<file path="src/rtl/dbh_pkg.sv">
package dbh_pkg;
  typedef struct packed {
    logic set;
    logic clr;
  } req_ctl_t;
endpackage

</file>
<file path="src/rtl/dbh_rx_cond.sv">
module dbh_rx_cond
  import dbh_pkg::*;
#(
  parameter int CW = 7
) (
  input  logic [CW-1:0] fill,
  input  logic [CW-1:0] trig,
  input  logic          timeout,
  input  logic          err,
  output req_ctl_t      ctl
);
  always_comb begin
    ctl.set = (fill >= trig) || timeout;
    ctl.clr = (fill == '0) || err;
  end
endmodule

</file>
<file path="src/rtl/dbh_tx_cond.sv">
module dbh_tx_cond
  import dbh_pkg::*;
#(
  parameter int CW = 7
) (
  input  logic [CW-1:0] free_cnt,
  input  logic [CW-1:0] trig,
  output req_ctl_t      ctl
);
  always_comb begin
    ctl.set = (free_cnt >= trig);
    ctl.clr = (free_cnt == '0);
  end
endmodule

</file>
<file path="src/rtl/dbh_req_cell.sv">
module dbh_req_cell
  import dbh_pkg::*;
(
  input  logic     clk,
  input  logic     rst,
  input  req_ctl_t ctl,
  output logic     req_n
);
  logic active;
  always_ff @(posedge clk) begin
    if (rst)          active <= 1'b0;
    else if (ctl.clr) active <= 1'b0;
    else if (ctl.set) active <= 1'b1;
  end
  assign req_n = ~active;
endmodule

</file>
<file path="src/rtl/dbh_dma_req.sv">
module dbh_dma_req #(
  parameter int DEPTH = 64,
  localparam int CW = $clog2(DEPTH + 1)
) (
  input  logic          clk,
  input  logic          rst,
  input  logic [CW-1:0] rx_fill,
  input  logic [CW-1:0] rx_trig,
  input  logic          rx_timeout,
  input  logic          rx_err,
  input  logic [CW-1:0] tx_free,
  input  logic [CW-1:0] tx_trig,
  output logic          rx_req_n,
  output logic          tx_req_n
);
  import dbh_pkg::*;

  req_ctl_t rx_ctl, tx_ctl;

  dbh_rx_cond #(.CW(CW)) u_rx_cond (
    .fill(rx_fill), .trig(rx_trig), .timeout(rx_timeout), .err(rx_err), .ctl(rx_ctl)
  );

  dbh_tx_cond #(.CW(CW)) u_tx_cond (
    .free_cnt(tx_free), .trig(tx_trig), .ctl(tx_ctl)
  );

  dbh_req_cell u_rx_cell (.clk(clk), .rst(rst), .ctl(rx_ctl), .req_n(rx_req_n));
  dbh_req_cell u_tx_cell (.clk(clk), .rst(rst), .ctl(tx_ctl), .req_n(tx_req_n));
endmodule

</file>
<file path="config.mk">
export PLATFORM = sky130hd
export DESIGN_NAME = dbh_dma_req
export DESIGN_NICKNAME = d
export VERILOG_FILES = /design/src/rtl/dbh_pkg.sv /design/src/rtl/dbh_rx_cond.sv /design/src/rtl/dbh_tx_cond.sv /design/src/rtl/dbh_req_cell.sv /design/src/rtl/dbh_dma_req.sv
export SDC_FILE = /design/constraint.sdc
export NUM_CORES = 1
export LEC_CHECK = 0
export ABC_AREA = 1
export BUFFER_PORTS_ARGS = -buffer_cell sky130_fd_sc_hd__buf_2
export CAP_MARGIN = 30
export CORE_AREA = 2 2 39 41
export CTS_CLUSTER_DIAMETER = 150
export DETAILED_ROUTE_END_ITERATION = 12
export DIE_AREA = 0 0 41 43
export GPL_TIMING_DRIVEN = 0
export HOLD_SLACK_MARGIN = 0.1
export PLACE_DENSITY = 0.84
export REMOVE_ABC_BUFFERS = 1
export SLEW_MARGIN = 20
export SYNTH_ARGS = -nofsm -noshare
export SYNTH_HDL_FRONTEND = slang
export SYNTH_SLANG_ARGS = --single-unit
</file>
<file path="constraint.sdc">
create_clock -name clk -period 2.55 [get_ports clk]
set_clock_uncertainty 0.2 [all_clocks]
set_input_delay 0.255 -clock clk [delete_from_list [all_inputs] [get_ports clk]]
set_output_delay 0.255 -clock clk [all_outputs]
set_load 0.02 [all_outputs]
</file>
==> run summary <==
The power density relative to cell area is 278 nW/um^2. The post-synthesis instance area is 494 um^2. The starting density of the core is 0.357.

The number of setup buffers added after CTS is 0. Setup repair after global routing left no endpoint under its margin. The post-detailed-route wirelength per cell is 7.41 um.

The remaining global-route overflow is 0. The post-cts gate resize count came out at 0. In this run the number of H-tree levels came out at 1. The slack of the worst reg-to-reg path came out at 1.59 ns. Clock-pin slew was measured on the worst setup and hold paths at 0.03 ns. The synthesized netlist contains 9 unique library cells. The maximum fanout along the worst path came out at 2. The total of max-cap violations is 0.

The total length of routed wires is 1020 um. The total buffers and inverters traversed by the critical path is 2. The synthesis-to-layout area growth came out at 42.0%. The timing-limited maximum frequency is 0.845 GHz. Hold is met by 0.101 ns. The total via count after detailed routing came out at 604. The number of standard-cell rows in the floorplan is 14. The post-route setup TNS is 0 ns. Among all stages on the critical path, the largest delay is contributed by sky130_fd_sc_hd__dfxtp_1. For this run, the number of Yosys warnings is 0. The fraction of layout instances using a drive strength above 1 came out at 0.295. The final-report setup violation count came out at 0. The cell depth of the worst min-delay path came out at 4. The first global-routing pass estimated 1740 um of wire. The number of buffers created by CTS came out at 3. The via-per-instance ratio is 4.38.

The antenna diode count is 0. The via count of the first global-routing pass is 533. The clock root buffer master is sky130_fd_sc_hd__clkbuf_4. The number of routed nets with antenna violations came out at 0. The biggest area contributor in the post-synthesis netlist is sky130_fd_sc_hd__ha_1. The sum of net half-perimeters after detailed placement is 969 um. The clock passes through at most 2 buffers. For hold timing, the worst endpoint is u_rx_cell.active$_SDFFE_PP0P_. For the pin with the worst max-slew slack, the measured transition is 0.144 ns. In this run the critical register-to-register path is launched from u_rx_cell.active$_SDFFE_PP0P_. The largest single stage delay on the critical path is 0.32 ns. The worst hold path belongs to the class in2reg.

The length in cells of the worst reg-to-reg path came out at 4. The share of the synthesized area in the top cell type is 0.354. The count of hold-fix buffers inserted at cts came out at 0. The die area is 1760 um^2. The leakage power of the design is 0.480 nW. The TritonCTS clock tree is done. The gate count after technology mapping is 86. The sort of element at the end of the critical path is a primary output.

The critical path in this run is classified as reg2out. The required time of the critical path came out at 2.10 ns. Leaving out fill and tap cells, the most frequent cell in the layout is sky130_fd_sc_hd__buf_2. The share of the Yosys chip area taken by registers is 0.0810. For this run, the total global-route usage over all layers was measured as 0.142. The flow ran to the end, and the final reports show no timing, DRC or antenna violations.

The weighted congestion reported at the end of routability-driven placement is 0.622. Measured along the x axis, the die boundary spans 41 um. The post-layout instance area is 702 um^2. The final critical delay including setup and external delays is 1.18 ns. The total count of hold-check failures in the final report was 0. For this run, the detailed router's first-pass iteration total came to 4. Across the VDD grid, the largest voltage drop is 0.000173 V. The post-placement cell area is 679 um^2. The post-placement setup slack came out at 1.23 ns. The area of the core region came out at 1380 um^2. The remaining design rule violation count came out at 0. In this run the most critical hold path is launched from rx_err.

The relative slew slack came out at 0.903. The number of top-level pins is 34. The worst setup margin came out at 1.37 ns.

The initial antenna violation count is 0. The number of buffers added on ports came out at 33. The later pin in the worst-skew pair is clocked with a latency of 0.22 ns. After synthesis the netlist holds a flip-flop and latch count of 2.

For the worst setup path, the data arrival time is 0.73 ns. Yosys attributes the largest share of cell area to sky130_fd_sc_hd__ha_1, sky130_fd_sc_hd__inv_1, sky130_fd_sc_hd__nand2_1, sky130_fd_sc_hd__nor2_1, sky130_fd_sc_hd__dfxtp_1. STA classifies the critical path startpoint as a flop. The top cell types in the final layout, fill and taps aside, are sky130_fd_sc_hd__buf_2, sky130_fd_sc_hd__inv_1, sky130_fd_sc_hd__nand2_1. The source of the critical timing path is u_tx_cell.active$_SDFFE_PP0P_.

The height of the die is 43 um. The number of DRC markers after the initial detailed-route iteration came out at 5. The max-slew violation count was 0. The family of cells with the greatest summed delay on the critical path is flip-flops. The share of the cycle needed by the critical path after routing came out at 0.464.

The pin count of the biggest net entering global routing came out at 3. The average cell area after synthesis is 5.75 um^2. Walking the worst path, the cells encountered are inv_1 > buf_2. The worst register-to-register path ends at u_rx_cell.active$_SDFFE_PP0P_. The final layout contains 170 nets. CTS saw 2 sinks.
[layer usage]
layer	vias to the layer above	global-route usage	routed length, um
met5	-	0	0
met4	0	0.0400	5
met3	2	0.0628	92
met2	22	0.253	536
met1	250	0.137	387
li1	330	-	-
[kinds of logic after synthesis]
| logic type | count (synthesis) | share of synthesized area |
|---|---|---|
| and+or+nand+nor | 37 | 0.289 |
| buffers and inverters | 25 | 0.190 |
| adders and majority gates | 14 | 0.354 |
| AOI/OAI and AO/OA | 8 | 0.0861 |
| DFF | 2 | 0.0810 |
[report_power, final]
group          internal, mW  total, mW  switching, mW
Sequential           0.0344     0.0358        0.00139
Combinational        0.0440     0.0885         0.0445
Clock                0.0519     0.0706         0.0187
Total                 0.130      0.195         0.0645
[Yosys cell counts, drive strengths merged]
cell / count
inv: 25
nor2: 12
o21ai: 1
a21oi: 6
nand3b: 1
dfxtp: 2
o21bai: 1
nand2: 24
ha: 14
[tightest hold or removal path: stages]
cell and delay (ns):
sky130_fd_sc_hd__buf_2 0.08, sky130_fd_sc_hd__nor2_1 0.03, sky130_fd_sc_hd__o21ai_0 0.06, sky130_fd_sc_hd__a21oi_1 0.04
[registers in the layout, summed over array words and instances (netlist names)]
name,count
u_tx_cell.active,1
u_rx_cell.active,1
[layout make-up]
cell class                      instances  area [um^2]
Clock buffer                            3         22.5
Fill cell                             155          682
Inverter                               25         93.8
Multi-Input combinational cell         59          360
Sequential cell                         2         40.0
Tap cell                               16         20.0
Timing Repair Buffer                   33          165
[worst max path at each step]
stage	slack, ns	to	depth (start not counted)
6_report	1.37	tx_req_n	2
5_1_grt	1.33	tx_req_n	2
4_1_cts	1.36	tx_req_n	2
3_5_place_dp	1.23	u_tx_cell.active$_SDFFE_PP0P_	6
3_3_place_gp	1.23	u_tx_cell.active$_SDFFE_PP0P_	6
2_1_floorplan	1.38	u_tx_cell.active$_SDFFE_PP0P_	6
[stage by stage]
stage,power [mW],cells,util
6_report,0.195,138,0.507
5_1_grt,0.219,138,0.507
4_1_cts,0.198,138,0.507
3_5_place_dp,0.127,135,0.491
3_3_place_gp,0.122,135,0.491
2_1_floorplan,0.0875,86,-
Note: power is estimated with default switching activity, not from simulation.
